File: src/rtl/pcm_adj_pkg.sv
package pcm_adj_pkg;

    typedef struct packed {
        logic       shift_both;
        logic [1:0] dn_off;
        logic       dn_rise;
        logic       shift_tx;
        logic [1:0] up_off;
        logic       up_rise;
    } pcm_ctrl_t;

    localparam int CTRL_W = $bits(pcm_ctrl_t);

    typedef enum logic [1:0] {
        EDGE_INIT = 2'd0,
        EDGE_LOW  = 2'd1,
        EDGE_HIGH = 2'd2
    } edge_state_t;

endpackage

File: src/rtl/pcm_clk_edge.sv
module pcm_clk_edge
    import pcm_adj_pkg::*;
#(
    parameter int SYNC_STAGES = 2
) (
    input  logic clk,
    input  logic rst_n,
    input  logic pcm_clk,
    output logic rise_stb,
    output logic fall_stb
);
    localparam int CNT_W = $clog2(SYNC_STAGES + 1);

    logic [SYNC_STAGES-1:0] sync_q;
    logic                   lvl;
    logic [CNT_W-1:0]       settle_cnt;
    logic                   settled;
    edge_state_t            state, state_nxt;

    for (genvar i = 0; i < SYNC_STAGES; i++) begin : g_sync
        if (i == 0) begin : g_first
            always_ff @(posedge clk or negedge rst_n) begin
                if (!rst_n) sync_q[0] <= 1'b0;
                else        sync_q[0] <= pcm_clk;
            end
        end else begin : g_rest
            always_ff @(posedge clk or negedge rst_n) begin
                if (!rst_n) sync_q[i] <= 1'b0;
                else        sync_q[i] <= sync_q[i-1];
            end
        end
    end

    assign lvl     = sync_q[SYNC_STAGES-1];
    assign settled = (settle_cnt == CNT_W'(SYNC_STAGES));

    // settle counter: the synchronizer holds reset values until it has filled
    always_ff @(posedge clk or negedge rst_n) begin
        if (!rst_n)                              settle_cnt <= '0;
        else if (state == EDGE_INIT && !settled) settle_cnt <= settle_cnt + 1'b1;
    end

    // state register
    always_ff @(posedge clk or negedge rst_n) begin
        if (!rst_n) state <= EDGE_INIT;
        else        state <= state_nxt;
    end

    // next state
    always_comb begin
        state_nxt = state;
        unique case (state)
            EDGE_INIT: if (settled) state_nxt = lvl ? EDGE_HIGH : EDGE_LOW;
            EDGE_LOW:  if (lvl)     state_nxt = EDGE_HIGH;
            EDGE_HIGH: if (!lvl)    state_nxt = EDGE_LOW;
            default:                state_nxt = EDGE_INIT;
        endcase
    end

    // outputs
    always_comb begin
        rise_stb = 1'b0;
        fall_stb = 1'b0;
        unique case (state)
            EDGE_INIT: ;
            EDGE_LOW:  rise_stb = lvl;
            EDGE_HIGH: fall_stb = !lvl;
            default:   ;
        endcase
    end

endmodule

File: src/rtl/pcm_ctrl_regs.sv
module pcm_ctrl_regs
    import pcm_adj_pkg::*;
#(
    parameter int                ADDR_W   = 6,
    parameter logic [ADDR_W-1:0] REG_ADDR = 6'h14
) (
    input  logic              clk,
    input  logic              rst_n,
    input  logic              bus_wr,
    input  logic [ADDR_W-1:0] bus_addr,
    input  logic [CTRL_W-1:0] bus_wdata,
    output logic [CTRL_W-1:0] bus_rdata,
    input  logic              upd_stb,
    output pcm_ctrl_t         ctrl_q,
    output pcm_ctrl_t         ctrl_act
);
    logic hit;

    assign hit = (bus_addr == REG_ADDR);

    always_ff @(posedge clk or negedge rst_n) begin
        if (!rst_n)            ctrl_q <= '0;
        else if (bus_wr && hit) ctrl_q <= pcm_ctrl_t'(bus_wdata);
    end

    // active copy moves only on a data-clock strobe
    always_ff @(posedge clk or negedge rst_n) begin
        if (!rst_n)       ctrl_act <= '0;
        else if (upd_stb) ctrl_act <= ctrl_q;
    end

    assign bus_rdata = hit ? CTRL_W'(ctrl_q) : '0;

endmodule

File: src/rtl/pcm_delay_line.sv
module pcm_delay_line #(
    parameter int MAX_DLY = 2,
    localparam int SEL_W  = $clog2(MAX_DLY + 1)
) (
    input  logic             clk,
    input  logic             rst_n,
    input  logic             adv,
    input  logic             din,
    input  logic [SEL_W-1:0] sel,
    output logic             dout
);
    logic [MAX_DLY:0] stage;

    for (genvar i = 0; i <= MAX_DLY; i++) begin : g_stage
        if (i == 0) begin : g_cap
            always_ff @(posedge clk or negedge rst_n) begin
                if (!rst_n)   stage[0] <= 1'b0;
                else if (adv) stage[0] <= din;
            end
        end else begin : g_shift
            always_ff @(posedge clk or negedge rst_n) begin
                if (!rst_n)   stage[i] <= 1'b0;
                else if (adv) stage[i] <= stage[i-1];
            end
        end
    end

    always_comb begin
        dout = stage[MAX_DLY];
        for (int i = MAX_DLY; i >= 0; i--) begin
            if (sel == SEL_W'(i)) dout = stage[i];
        end
    end

endmodule

File: src/rtl/pcm_edge_adjust.sv
module pcm_edge_adjust
    import pcm_adj_pkg::*;
#(
    parameter int                ADDR_W      = 6,
    parameter logic [ADDR_W-1:0] REG_ADDR    = 6'h14,
    parameter int                SYNC_STAGES = 2
) (
    input  logic              clk,
    input  logic              rst_n,
    input  logic              bus_wr,
    input  logic [ADDR_W-1:0] bus_addr,
    input  logic [7:0]        bus_wdata,
    output logic [7:0]        bus_rdata,
    input  logic              pcm_clk,
    input  logic              pcm_rx,
    output logic              rx_data,
    input  logic              tx_data,
    output logic              pcm_tx,
    output logic [1:0]        dn_offset,
    output logic [1:0]        up_offset
);
    localparam int RX_MAX = 1;
    localparam int TX_MAX = 2;
    localparam int TX_SW  = $clog2(TX_MAX + 1);

    logic       rise_stb, fall_stb;
    logic       rx_adv, tx_adv;
    logic [TX_SW-1:0] tx_sel;
    pcm_ctrl_t  ctrl_q, ctrl_act;

    pcm_clk_edge #(.SYNC_STAGES(SYNC_STAGES)) u_edge (
        .clk      (clk),
        .rst_n    (rst_n),
        .pcm_clk  (pcm_clk),
        .rise_stb (rise_stb),
        .fall_stb (fall_stb)
    );

    pcm_ctrl_regs #(.ADDR_W(ADDR_W), .REG_ADDR(REG_ADDR)) u_regs (
        .clk       (clk),
        .rst_n     (rst_n),
        .bus_wr    (bus_wr),
        .bus_addr  (bus_addr),
        .bus_wdata (bus_wdata),
        .bus_rdata (bus_rdata),
        .upd_stb   (rise_stb | fall_stb),
        .ctrl_q    (ctrl_q),
        .ctrl_act  (ctrl_act)
    );

    assign rx_adv = ctrl_act.dn_rise ? rise_stb : fall_stb;
    assign tx_adv = ctrl_act.up_rise ? rise_stb : fall_stb;
    assign tx_sel = TX_SW'(ctrl_act.shift_both) + TX_SW'(ctrl_act.shift_tx);

    pcm_delay_line #(.MAX_DLY(RX_MAX)) u_rx_dly (
        .clk   (clk),
        .rst_n (rst_n),
        .adv   (rx_adv),
        .din   (pcm_rx),
        .sel   (ctrl_act.shift_both),
        .dout  (rx_data)
    );

    pcm_delay_line #(.MAX_DLY(TX_MAX)) u_tx_dly (
        .clk   (clk),
        .rst_n (rst_n),
        .adv   (tx_adv),
        .din   (tx_data),
        .sel   (tx_sel),
        .dout  (pcm_tx)
    );

    assign dn_offset = ctrl_act.dn_off;
    assign up_offset = ctrl_act.up_off;

endmodule

File: config.mk
export PLATFORM = sky130hd
export DESIGN_NAME = pcm_edge_adjust
export DESIGN_NICKNAME = d
export VERILOG_FILES = /design/src/rtl/pcm_adj_pkg.sv /design/src/rtl/pcm_clk_edge.sv /design/src/rtl/pcm_ctrl_regs.sv /design/src/rtl/pcm_delay_line.sv /design/src/rtl/pcm_edge_adjust.sv
export SDC_FILE = /design/constraint.sdc
export NUM_CORES = 1
export LEC_CHECK = 0
export CELL_PAD_IN_SITES_DETAIL_PLACEMENT = 0
export CELL_PAD_IN_SITES_GLOBAL_PLACEMENT = 1
export CORE_MARGIN = 3
export CORE_UTILIZATION = 40
export DETAILED_ROUTE_END_ITERATION = 10
export PLACE_DENSITY = 0.86
export SLEW_MARGIN = 15
export SYNTH_ARGS = -nofsm -noshare
export SYNTH_HDL_FRONTEND = slang
export SYNTH_HIERARCHICAL = 1
export SYNTH_SLANG_ARGS = --single-unit
File: constraint.sdc
create_clock -name clk -period 3.5 [get_ports clk]
set_input_delay 0.35 -clock clk [delete_from_list [all_inputs] [get_ports clk]]
set_output_delay 0.35 -clock clk [all_outputs]
set_load 0.005 [all_outputs]
After elaboration in Yosys (flattened, before gate mapping)
Index checks and enable logic that the tools add are counted.
- register bits: 27
- output and inout port bits: 14
- logic and storage cells: 52
- add/subtract/negate cells: 2
- equality and inequality tests: 8
- mux-type cells: 13
- bitwise gates (word level): 1
- reduce and logical (&&, ||, !) cells: 7
- operators with widths (cell ; count):
    2-bit two-way mux ; 4
    8-bit two-way mux ; 1
    1-bit two-way mux ; 7
    6-bit by 5-bit equality test with 1-bit output, second input constant ; 1
    2-bit one-hot mux with 3 select lines ; 1
    2-bit by 1-bit equality test with 1-bit output, second input constant ; 2
    2-bit equality test, second input constant ; 2
    2-bit zero test ; 2
    2-bit by 1-bit != test with 1-bit output, second input constant ; 2
    3-bit AND reduction ; 1
    1-bit by 1-bit adder with 2-bit output ; 1
    2-bit by 1-bit adder with 2-bit output, second input constant ; 1
    1-bit logical AND ; 2
    1-bit zero test ; 2
    2-bit != test, second input constant ; 1
    1-bit OR ; 1

Longest topological paths before layout
- depth after elaboration: 4
- depth in mapped cells: 4
- gate-level depth less buffers: 4

Hierarchy
The synthesis kept the hierarchy.
- by module, submodules not included (module ; times used ; cells each ; area an instance (sq um) ; seq. area each (sq um)):
    pcm_ctrl_regs ; 1 ; 45 ; 737.0 ; 400.4
    pcm_clk_edge ; 1 ; 18 ; 234.0 ; 150.1
    pcm_delay_line at u_tx_dly ; 1 ; 9 ; 127.6 ; 75.1
    pcm_delay_line at u_rx_dly ; 1 ; 5 ; 83.8 ; 50.0
    pcm_edge_adjust ; 1 ; 4 ; 45.0 ; 0.0

Least setup slack after synthesis
Ideal clock, no wire load.
- path kind: in2out
- start: input bus_addr[1]
- end: output bus_rdata[0]
- arrival time: 1.361 ns
- data required time: 3.150 ns
- setup slack: 1.789 ns
- cell stages on the path: 3
- cell sequence: or4b_4 -> nor3b_4 -> and2_1
- longest elaborated chain between the ends: 2
- RTL lines (item ; line ; RTL):
    start: declaration ; pcm_edge_adjust.sv:11 ; input logic [ADDR_W-1:0] bus_addr,
    6-bit by 5-bit equality test with 1-bit output ; pcm_ctrl_regs.sv:19 ; assign hit = (bus_addr == REG_ADDR);
    8-bit two-way mux ; pcm_ctrl_regs.sv:32 ; assign bus_rdata = hit ? CTRL_W'(ctrl_q) : '0;
    end: declaration ; pcm_edge_adjust.sv:13 ; output logic [7:0] bus_rdata,
No other way between the ends.

Worst setup path in the final report
- start: input bus_addr[1]
- end: output bus_rdata[4]
The elaborated chain is that of the path after synthesis.

==> reports/qor.yml <==
clock_network:
  cts_tree: "yes"
  clock-sinks: 27
  cts_buffers: 3
  clk_latency_ps: 310
  cts_htree_levels: 1
  cts_resized: 0
  clk_path_buf_depth: 2
  hold_buffers: 0
  cts-root-buf: "clkbuf_4"
  clkSlewWorstSetupHoldPaths_ps: 130
  post_cts_buffers: 0
placed_design:
  io_buffers: 33
  dp.cells: 145
  dp_hpwl_mm: 1.683
  place.gp.congestion: 0.6993
layout:
  final_core_util_pct: 57.54
  num-nets-final: 141
  nFillCells: 236
  syn_to_final_growth_pct: 32.62
  final_cell_count_no_fill: 149
  diodes: 0
  drive_above_1_share_pct: 28.81
synth:
  synth.distinct_cells: 24
  syn_area_per_cell_um2: 15.15
  syn-num-nets: 103
  async_flop_share_pct: 100.0
  synth_edf_count: 0
  synth_top_cell_area_share_pct: 55.05
  synth.cell_area_um2: 1227
  yosys-top-cells-area: "dfrtp_1, mux2_2, mux2_4, and2_1, ha_1"
  ys.flop_type: "dfrtp_1"
  synth_cells: 81
  ys_top_cells_by_count: "dfrtp_1, mux2_2, mux2_4, and2_1"
  yosys.area.top_type: "dfrtp_1"
  ys_seq_elements: 27
  ys_warn_count: 6
  synth_seq_area_share_pct: 55.05
  yosysMostFrequentCell: "dfrtp_1"
worst_setup_path:
  reg2reg_setup_slack_ps: 2030
  rr_startpoint: "u_edge/state[0]"
  cp_data_required_time_ps: 3150
  critPathMaxStageDelay_ps: 590
  cp-start-kind: "input port"
  cp.arrival_ps: 2350
  crit_top_cell: "clkdlybuf4s50_1"
  cpMaxStageDelayCell: "or4b_4"
  crit_fanout: 8
  cp_top_family: "simple AND/OR/NAND/NOR gates"
  worstPathBufferInverterCount: 2
  reg2regPathDepth: 3
  path_cells: "clkdlybuf4s50_1 > or4b_4 > nor3b_4 > and2_1 > clkdlybuf4s50_1"
  endpoint_kind: "output port"
  r2r_end: "u_regs/ctrl_act[7]"
  critPathKind: "input port to output port"
timing:
  skew_ps: 8.637
  rsz0062_at_grt: "false"
  worst_pin_slew_ps: 334.1
  maxSlewViolCount: 0
  setup-violations-final: 0
  fmax_mhz: 371.0
  hold_viol_final: 0
  min_period_over_period_pct: 77.02
  setup_tns_ps: 0
  period_minus_slack_ps: 2696
  slew_headroom_pct: 77.73
routing:
  dr.pass1.iters: 3
  wl_mm: 2.163
  routedWlPerCell_um: 14.52
  avgViaCountPerCell: 5.040
  drt-initial-drc-count: 15
  drc: 0
  vias: 751
  final_antenna_net_count: 0
hold_path:
  whs_path_depth: 0
  worstHoldStart: "u_edge/sync_q[0]"
  hold_class: "flop to flop"
  min_to: "u_edge/lvl"
job:
  cap_violations: 0
floorplan:
  ios: 34
  die_y_um: 61.40
  core_um2: 2829
  std_cell_rows: 19
  die_x_um: 61.40
  dieArea_um2: 3769
  start_util_pct: 43.39
outcome:
  status: "finished clean"
global_routing:
  track_usage_pct: 13.15
  grt_pass1_vias: 850
  grt_max_degree: 28
  gr-total-overflow: 0
  grt_pass1_wl_mm: 3.712
  grt_antenna_before_repair: 0
power:
  power.ir.vdd_worst_mv: 0.2031
  leakagePower_nw: 0.7394
  power.density_nw_per_um2: 445.0
## how the worst max path moves through the flow
| stage | start | end | slack, ps | depth (start not counted) |
|---|---|---|---|---|
| 2_1_floorplan | bus_addr[1] | bus_rdata[0] | 1790 | 3 |
| 3_3_place_gp | bus_addr[1] | bus_rdata[3] | 810 | 5 |
| 3_5_place_dp | bus_addr[1] | bus_rdata[3] | 780 | 5 |
| 4_1_cts | bus_addr[1] | bus_rdata[3] | 780 | 5 |
| 5_1_grt | bus_addr[1] | bus_rdata[3] | 690 | 5 |
| 6_report | bus_addr[1] | bus_rdata[4] | 800 | 5 |
## cells by family (layout without fill, tap and decap cells)
group,Yosys count,after routing,share of synthesized area [%]
flops,27,27,55.05
mux,25,25,25.59
simple gates,21,21,14.58
compound gates,3,3,1.427
fa+ha+maj,2,2,2.038
buf+inv,2,39,0.6110
xor+xnor,1,1,0.7137
## flip-flops by register name (all words and copies together) (netlist names)
register and cells:
u_regs/ctrl_q 8, u_edge/settle_cnt 2, u_edge/sync_q 1, u_edge/lvl 1, u_edge/state 2, u_rx_dly/stage 2, u_tx_dly/stage 3, u_regs/ctrl_act 8
## report_power, final
part / internal (mW) / switching [mW] / leakage, nW / total (mW)
Combinational: 0.131 / 0.0514 / 0.379 / 0.182
Sequential: 0.373 / 0.0414 / 0.342 / 0.414
Clock: 0.0426 / 0.0853 / 0.0177 / 0.128
## cell usage in the layout (no fill, tap or decap), drive strengths merged
cell / netlist / final
buf: 0 / 1
clkinv: 0 / 1
xnor2: 1 / 1
clkbuf: 1 / 3
nor3: 1 / 1
mux2i: 1 / 1
nand2: 2 / 2
and3: 1 / 1
o31ai: 1 / 1
mux2: 24 / 24
clkdlybuf4s50: 0 / 33
inv: 1 / 1
dfrtp: 27 / 27
nor2: 1 / 1
o21ai: 2 / 2
and3b: 1 / 1
or3: 1 / 1
nor3b: 3 / 3
or2: 1 / 1
ha: 2 / 2
nand3b: 1 / 1
or4b: 1 / 1
and2: 8 / 8
## cell type report
cell class / count / area (um2) / area share, %
flip-flops and latches: 27 / 675.6 / 41.51
multi-input cells: 52 / 544.3 / 33.44
repair buffers: 34 / 337.8 / 20.75
well taps: 31 / 38.79 / 2.383
clock buffers: 3 / 22.52 / 1.384
clock inverters: 1 / 5.005 / 0.3075
inverters: 1 / 3.754 / 0.2306
## through the flow
step	setup slack, ps	power, mW	cell area (um2)	hold WS [ps]
2_1_floorplan	1789	0.5063	1227	54.41
3_3_place_gp	806.9	0.5959	1600	337.5
3_5_place_dp	775.1	0.6055	1600	345.1
4_1_cts	778.0	0.7363	1628	376.3
5_1_grt	692.3	0.7733	1628	387.0
6_report	804.3	0.7244	1628	374.3
## layer usage
metal	wire length [um]	vias to the layer above	global-route usage, %
met1	990	367	17.07
met5	0	-	0
met2	1036	24	22.51
met3	136	0	4.403
li1	-	360	-
met4	0	0	0.9091
Note: power is estimated with default switching activity, not from simulation.
